[src/rtl/pwmcap_pkg.sv]
package pwmcap_pkg;
  typedef struct packed {
    logic rise;
    logic fall;
  } edge_t;
endpackage

[src/rtl/pwmcap_sync.sv]
module pwmcap_sync
  import pwmcap_pkg::*;
#(
  parameter int STAGES = 2
) (
  input  logic  clk_i,
  input  logic  rst_ni,
  input  logic  sig_i,
  output edge_t edge_o
);
  logic [STAGES-1:0] sync_q;
  logic              prev_q;
  logic              lvl;

  assign lvl = sync_q[STAGES-1];

  always_ff @(posedge clk_i or negedge rst_ni) begin
    if (!rst_ni) begin
      sync_q <= '0;
      prev_q <= 1'b0;
    end else begin
      sync_q <= {sync_q[STAGES-2:0], sig_i};
      prev_q <= lvl;
    end
  end

  assign edge_o.rise = lvl & ~prev_q;
  assign edge_o.fall = ~lvl & prev_q;
endmodule

[src/rtl/pwmcap_prescale.sv]
module pwmcap_prescale #(
  parameter int PSC_W = 16
) (
  input  logic             clk_i,
  input  logic             rst_ni,
  input  logic             en_i,
  input  logic             restart_i,
  input  logic [PSC_W-1:0] psc_i,
  output logic             tick_o
);
  logic [PSC_W-1:0] div_q;

  // >= keeps a lowered psc_i from forcing a full wrap
  assign tick_o = en_i && (div_q >= psc_i);

  always_ff @(posedge clk_i or negedge rst_ni) begin
    if (!rst_ni)                            div_q <= '0;
    else if (!en_i || restart_i || tick_o)  div_q <= '0;
    else                                    div_q <= div_q + 1'b1;
  end
endmodule

[src/rtl/pwmcap_counter.sv]
module pwmcap_counter #(
  parameter int CNT_W = 16
) (
  input  logic             clk_i,
  input  logic             rst_ni,
  input  logic             en_i,
  input  logic             restart_i,
  input  logic             tick_i,
  output logic [CNT_W-1:0] cnt_o,
  output logic             wrap_o
);
  localparam logic [CNT_W-1:0] CNT_MAX = '1;
  localparam logic [CNT_W-1:0] CNT_ONE = CNT_W'(1);

  logic [CNT_W-1:0] cnt_q;
  logic             at_max;

  assign at_max = (cnt_q == CNT_MAX);
  assign wrap_o = en_i && !restart_i && tick_i && at_max;
  assign cnt_o  = cnt_q;

  // restart to one so a period of P ticks reads back as P
  always_ff @(posedge clk_i or negedge rst_ni) begin
    if (!rst_ni)                     cnt_q <= CNT_ONE;
    else if (!en_i || restart_i)     cnt_q <= CNT_ONE;
    else if (tick_i && !at_max)      cnt_q <= cnt_q + 1'b1;
  end
endmodule

[src/rtl/pwmcap_capture.sv]
module pwmcap_capture
  import pwmcap_pkg::*;
#(
  parameter int CNT_W = 16
) (
  input  logic             clk_i,
  input  logic             rst_ni,
  input  logic             en_i,
  input  edge_t            edge_i,
  input  logic [CNT_W-1:0] cnt_i,
  input  logic             wrap_i,
  output logic [CNT_W-1:0] period_o,
  output logic [CNT_W-1:0] high_o,
  output logic             valid_o,
  output logic             ovf_o
);
  logic             armed_q;
  logic             bad_q;
  logic [CNT_W-1:0] high_stage_q;
  logic [CNT_W-1:0] period_q;
  logic [CNT_W-1:0] high_q;
  logic             valid_q;
  logic             ovf_q;
  logic             good;

  assign good = armed_q && !bad_q;

  always_ff @(posedge clk_i or negedge rst_ni) begin
    if (!rst_ni) begin
      armed_q      <= 1'b0;
      bad_q        <= 1'b0;
      high_stage_q <= '0;
      period_q     <= '0;
      high_q       <= '0;
      valid_q      <= 1'b0;
      ovf_q        <= 1'b0;
    end else if (!en_i) begin
      armed_q <= 1'b0;
      bad_q   <= 1'b0;
      valid_q <= 1'b0;
      ovf_q   <= 1'b0;
    end else begin
      valid_q <= 1'b0;
      if (edge_i.rise) begin
        armed_q <= 1'b1;
        bad_q   <= 1'b0;
        if (good) begin
          period_q <= cnt_i;
          high_q   <= high_stage_q;
          valid_q  <= 1'b1;
          ovf_q    <= 1'b0;
        end
      end else begin
        if (edge_i.fall && good) high_stage_q <= cnt_i;
        if (wrap_i && armed_q) begin
          bad_q <= 1'b1;
          ovf_q <= 1'b1;
        end
      end
    end
  end

  assign period_o = period_q;
  assign high_o   = high_q;
  assign valid_o  = valid_q;
  assign ovf_o    = ovf_q;
endmodule

[src/rtl/pwm_capture.sv]
module pwm_capture
  import pwmcap_pkg::*;
#(
  parameter int CNT_W       = 16,
  parameter int PSC_W       = 16,
  parameter int SYNC_STAGES = 2
) (
  input  logic             clk_i,
  input  logic             rst_ni,
  input  logic             en_i,
  input  logic [PSC_W-1:0] psc_i,
  input  logic             sig_i,
  output logic [CNT_W-1:0] period_o,
  output logic [CNT_W-1:0] high_o,
  output logic             valid_o,
  output logic             ovf_o
);
  edge_t            edges;
  logic             tick;
  logic             wrap;
  logic [CNT_W-1:0] cnt;

  pwmcap_sync #(.STAGES(SYNC_STAGES)) u_sync (
    .clk_i  (clk_i),
    .rst_ni (rst_ni),
    .sig_i  (sig_i),
    .edge_o (edges)
  );

  pwmcap_prescale #(.PSC_W(PSC_W)) u_psc (
    .clk_i     (clk_i),
    .rst_ni    (rst_ni),
    .en_i      (en_i),
    .restart_i (edges.rise),
    .psc_i     (psc_i),
    .tick_o    (tick)
  );

  pwmcap_counter #(.CNT_W(CNT_W)) u_cnt (
    .clk_i     (clk_i),
    .rst_ni    (rst_ni),
    .en_i      (en_i),
    .restart_i (edges.rise),
    .tick_i    (tick),
    .cnt_o     (cnt),
    .wrap_o    (wrap)
  );

  pwmcap_capture #(.CNT_W(CNT_W)) u_cap (
    .clk_i    (clk_i),
    .rst_ni   (rst_ni),
    .en_i     (en_i),
    .edge_i   (edges),
    .cnt_i    (cnt),
    .wrap_i   (wrap),
    .period_o (period_o),
    .high_o   (high_o),
    .valid_o  (valid_o),
    .ovf_o    (ovf_o)
  );
endmodule

[config.mk]
export PLATFORM = sky130hd
export DESIGN_NAME = pwm_capture
export DESIGN_NICKNAME = d
export VERILOG_FILES = /design/src/rtl/pwmcap_pkg.sv /design/src/rtl/pwmcap_sync.sv /design/src/rtl/pwmcap_prescale.sv /design/src/rtl/pwmcap_counter.sv /design/src/rtl/pwmcap_capture.sv /design/src/rtl/pwm_capture.sv
export SDC_FILE = /design/constraint.sdc
export NUM_CORES = 1
export LEC_CHECK = 0
export ABC_AREA = 1
export CAP_MARGIN = 40
export CORE_ASPECT_RATIO = 0.5
export CORE_MARGIN = 1
export CORE_UTILIZATION = 30
export CTS_BUF_LIST = sky130_fd_sc_hd__clkbuf_4 sky130_fd_sc_hd__clkbuf_8
export DETAILED_ROUTE_END_ITERATION = 10
export DONT_BUFFER_PORTS = 1
export GPL_TIMING_DRIVEN = 0
export PLACE_DENSITY = 0.43
export SLEW_MARGIN = 20
export SYNTH_ARGS = -nofsm -noshare
export SYNTH_HDL_FRONTEND = slang
export SYNTH_SLANG_ARGS = --single-unit
[constraint.sdc]
create_clock -name clk_i -period 4.55 [get_ports clk_i]
set_input_delay 0.2275 -clock clk_i [delete_from_list [all_inputs] [get_ports clk_i]]
set_output_delay 0.2275 -clock clk_i [all_outputs]
set_load 0.05 [all_outputs]
# Word-level counts from Yosys, hierarchy flattened
# Cells that the tools add are included.
dict set report word_totals {
  wordCells 55
  output_inout_bits 34
  register_bits 87
  input_bits 20
}
dict set report op_classes {
  add_sub_neg 2
  n_eq_ne 4
  n_reduce_logical 18
  n_lt_le_gt_ge 1
  bitwise 5
  mux 14
}
# cell n
set ops {}
lappend ops {{16-bit two-way mux} 3}
lappend ops {{16-bit by 1-bit adder with 16-bit output (second input constant)} 2}
lappend ops {{16-bit equality test (second input constant)} 1}
lappend ops {{16-bit >= comparator} 1}
lappend ops {{1-bit two-way mux} 11}
lappend ops {{1-bit logical AND} 8}
lappend ops {{3-bit AND reduction} 2}
lappend ops {{1-bit zero test} 4}
lappend ops {{3-bit by 1-bit != test with 1-bit output (second input constant)} 1}
lappend ops {{3-bit by 2-bit != test with 1-bit output (second input constant)} 1}
lappend ops {{1-bit NOT} 3}
lappend ops {{1-bit bitwise AND} 2}
lappend ops {{1-bit logical OR} 2}
lappend ops {{2-bit by 1-bit != test with 1-bit output (second input constant)} 1}
lappend ops {{2-bit AND reduction} 1}
lappend ops {{2-bit nonzero test} 1}

# Depth between registers and ports, before layout
dict set report depth {
  depth_word 10
  ltp_mapped 16
  mapped_depth_nobuf 15
}

# Cells and area by module
# Synthesis repeated with hierarchy kept, for this count alone.
dict set report hier_totals {
  cells_unflattened 550
  hier_area_um2 4554.4
}
# mod instances area_per_inst_um2 seq_area_each_um2 cells_per_inst
set by_module_without_submodules {}
lappend by_module_without_submodules {pwmcap_capture 1 2110.8 1301.2 225}
lappend by_module_without_submodules {pwmcap_prescale 1 1272.5 400.4 167}
lappend by_module_without_submodules {pwmcap_counter 1 1081.0 401.6 151}
lappend by_module_without_submodules {pwmcap_sync 1 90.1 75.1 7}

# Worst setup path before layout
# OpenSTA, ideal clock, no wires.
dict set report synth_path {
  kind {flip-flop to flip-flop}
  startpoint {register u_cnt.cnt_q[0] (netlist: u_cnt.cnt_o[0])}
  endpoint {register u_cnt.cnt_q[11] (netlist: u_cnt.cnt_o[11])}
  path_stages_with_launch 10
  setup_slack_ns 2.763
  arrival_time_ns 1.671
  period_less_slack_ns 1.787
  required_time_ns 4.433
  setup_ns 0.117
  path_cell_list {dfstp_2 -> ha_1 -> nand3_1 -> nor2_1 -> nand4_1 -> nand3_2 -> nand2_4 -> buf_6 -> nand2_1 -> nand2_1}
}
dict set report synth_between {
  elab_chain_cells 4
  elab_cells_between_ends 7
  cone_classes {1 x add/sub; 1 x eq/ne; 2 x mux; 3 x reduce/logical}
}
# item line
set synth_lines {}
lappend synth_lines {{start, declared} pwmcap_counter.sv:15} ;# logic [CNT_W-1:0] cnt_q;
lappend synth_lines {{start signal, assigned} pwmcap_counter.sv:26} ;# else if (tick_i && !at_max) cnt_q <= cnt_q + 1'b1;
lappend synth_lines {{parallel branches: the longest is 4 deep, another holds 16-bit by 1-bit adder with 16-bit output} -}
# Several ways; the timed one is not identified. The select of a mux whose other input is x is not followed.
# A chain may end at the register's enable or synchronous reset.

# Final worst setup path
dict set report layout_path {
  startpoint {register u_cnt.cnt_q[0] (netlist: u_cnt.cnt_o[0])}
  endpoint {register u_cnt.cnt_q[5] (netlist: u_cnt.cnt_o[5])}
}
# The elaborated chain is that of the path after synthesis.

==> metrics.txt <==
status=finished clean; via density per instance=4.580; Crit. End Element=flop; Placed Area=4521 um^2; pre-CTS setup slack=2.312 ns; Avg WL per Cell=14.30 um; Mapped Nets=503; largest net degree at the start of global routing=88; worst hold path type=input port to flop; Initial Util=31.16%; final worst path period need=2.186 ns; vias in the first global route=3039; CTS Buf Count=9; CTS clk-pin slew, worst paths=0.08 ns; # Max-Cap Violations=0; largest fanout on the critical path=10; DRC Markers=0; via count=3096; Final Net Count=518; Synth Instances=465; filler instances=1437; Syn Std Cell Area=4280 um^2; later-pin clock latency in the skew report=0.37 ns; drt first pass iters=4; crit start category=flop; worst slew pin tran=0.5662 ns; sequential fraction of the synthesis area=50.89%; Cell Rows=30; I/O Pins=54; initial antenna violation count=0; # clock sinks=87; number of cells after detailed placement=657; worst vdd ir=0.1719 mV; worst hold slack=0.03092 ns; die width=170.9 um; first-pass GRT wire length=16.07 mm; syn_area_per_cell=9.205 um^2; Critical Path RT=4.80 ns; Yosys reg bits=87; Post-synth ARST share=100.0%; Worst Path Arrival=2.44 ns; number of inserted diodes=0; Final Instance Area=4796 um^2; Top FF cell, synth=dfrtp_1; DP HPWL=6.872 mm; CTS max path bufs=2; final wirelength=9.667 mm; EDFF count, synth=0; Synth cell types=32; GRT Util Overall=14.38%; TNS Setup=0 ns; port bufs=0; Die H=86.47 um; DRT iter0 DRCs=123; Synthesis Warnings=0; placer congestion estimate=0.8023; Rel. slew slack=62.13%; period utilization=48.05%; final setup vio count=0; Max Fclk=457.4 MHz; Pleak=2.274 nW; area grow syn2layout=12.04%; RSZ-0062 raised after global routing=no; max-slew violation count=0; Final Hold Viols=0; Layout Cells excl Fill=676; die area=14780 um^2; pwr/cell area=358.8 nW/um^2; H-tree depth=3; Post-CTS Setup Bufs=0; R2R Setup Slk=2.36 ns; Core ar.=13740 um^2; Worst Skew=0.01484 ns; Post-DRT Antenna Nets=0; CTS tree=done; GRT overflow=0; Clock Tree Root=clkbuf_8; CP Class=flop to flop; setup ws final=2.364 ns; share of layout cells above drive strength 1=8.884%
## layer usage
| metal | wire length [um] | GRT usage [%] |
|---|---|---|
| met1 | 5048 | 19.86 |
| met2 | 4071 | 21.56 |
| met3 | 466 | 4.703 |
| met4 | 80 | 3.896 |
| met5 | 0 | 0 |
## cells in the mapped netlist (all sizes together) (8+ instances only)
cell	n	area share (%)
dfrtp	86	50
inv	49	4.4
nor2	55	4.8
mux2	24	6.3
a21oi	24	3.1
xor2	15	3.1
buf	8	1.5
nand4	9	1.3
ha	18	5.3
nand2	90	8.1
nor3	21	2.8
nand3	32	3.9
o21ai	15	1.8
## power by group
| group | switching [mW] | internal [mW] | total, mW |
|---|---|---|---|
| Combinational | 0.0824 | 0.0503 | 0.133 |
| Sequential | 0.165 | 0.819 | 0.984 |
| Clock | 0.293 | 0.311 | 0.604 |
## worst max-delay path: stages (launching register included)
cell and delay, ns:
dfstp_2 0.60, ha_1 0.22, nand3_1 0.21, nor2_1 0.22, nand4_1 0.21, nand3_2 0.24, nand2_4 0.11, buf_6 0.16
nand2_1 0.06, nand2_1 0.05
## cell type report
cell class,instances,area (um^2),area share (%)
Timing Repair Buffer,4,57.56,1.200
Inverter,49,186.4,3.887
Clock inverter,6,93.84,1.957
Buffer,13,82.58,1.722
Clock buffer,9,123.9,2.583
Multi-Input combinational cell,316,1833,38.22
Tap cell,192,240.2,5.009
Sequential cell,87,2178,45.42
## logic make-up after synthesis
group	count (synthesis)	share of synthesized area, %
multiplexers	24	6.314
flip-flops	87	50.89
buffers and inverters	62	6.285
AO/OA/AOI/OAI	42	5.350
XOR/XNOR	20	4.092
AND/OR/NAND/NOR	212	21.81
adder cells (fa/ha/maj)	18	5.262
## repair_timing
item,in CTS,in global routing
hold endpoints to repair,89,0
hold buffers,4,0
resized for setup,0,0
## state kept, by name, indices dropped and copies added, names as in the netlist, 2 cells and up
register            count
u_cap.high_o           16
u_cap.high_stage_q     16
u_cap.period_o         16
u_cnt.cnt_o            16
u_psc.div_q            16
u_sync.sync_q           2
## worst paths after layout
| kind | startpoint | endpoint | depth (start not counted) |
|---|---|---|---|
| worst max-delay path | u_cnt.cnt_o[0] | u_cnt.cnt_o[5] | 9 |
| worst min-delay path | en_i | u_cap.bad_q | 2 |
| worst max register to register | u_cnt.cnt_o[0] | u_cnt.cnt_o[5] | 9 |
| worst min register to register | u_sync.sync_q[0] | u_sync.sync_q[1] | 0 |
| max in group asynchronous | rst_ni | u_cnt.cnt_o[0] | 2 |
| min in group asynchronous | rst_ni | u_cap.high_o[8] | 2 |
## stage by stage
stage	utilization, %	power [mW]
finish	34.91	1.721
global route	34.91	1.812
CTS	34.91	1.752
detailed placement	32.91	1.116
global placement	32.91	1.113
floorplan	-	1.077
## cell usage in the layout (no fill, tap or decap), types with 5 or more instances in the layout
master / netlist / routed
nand2_1: 88 / 88
dfrtp_1: 86 / 86
nor2_1: 55 / 55
inv_1: 47 / 47
nand3_1: 31 / 31
a21oi_1: 23 / 23
nor3_1: 19 / 19
ha_1: 18 / 18
o21ai_0: 15 / 15
xor2_1: 15 / 15
mux2_1: 14 / 14
mux2_2: 10 / 10
nand4_1: 9 / 9
clkbuf_8: 0 / 9
clkbuf_1: 5 / 5
xnor2_1: 5 / 5
(Power assumes the default switching activity.)
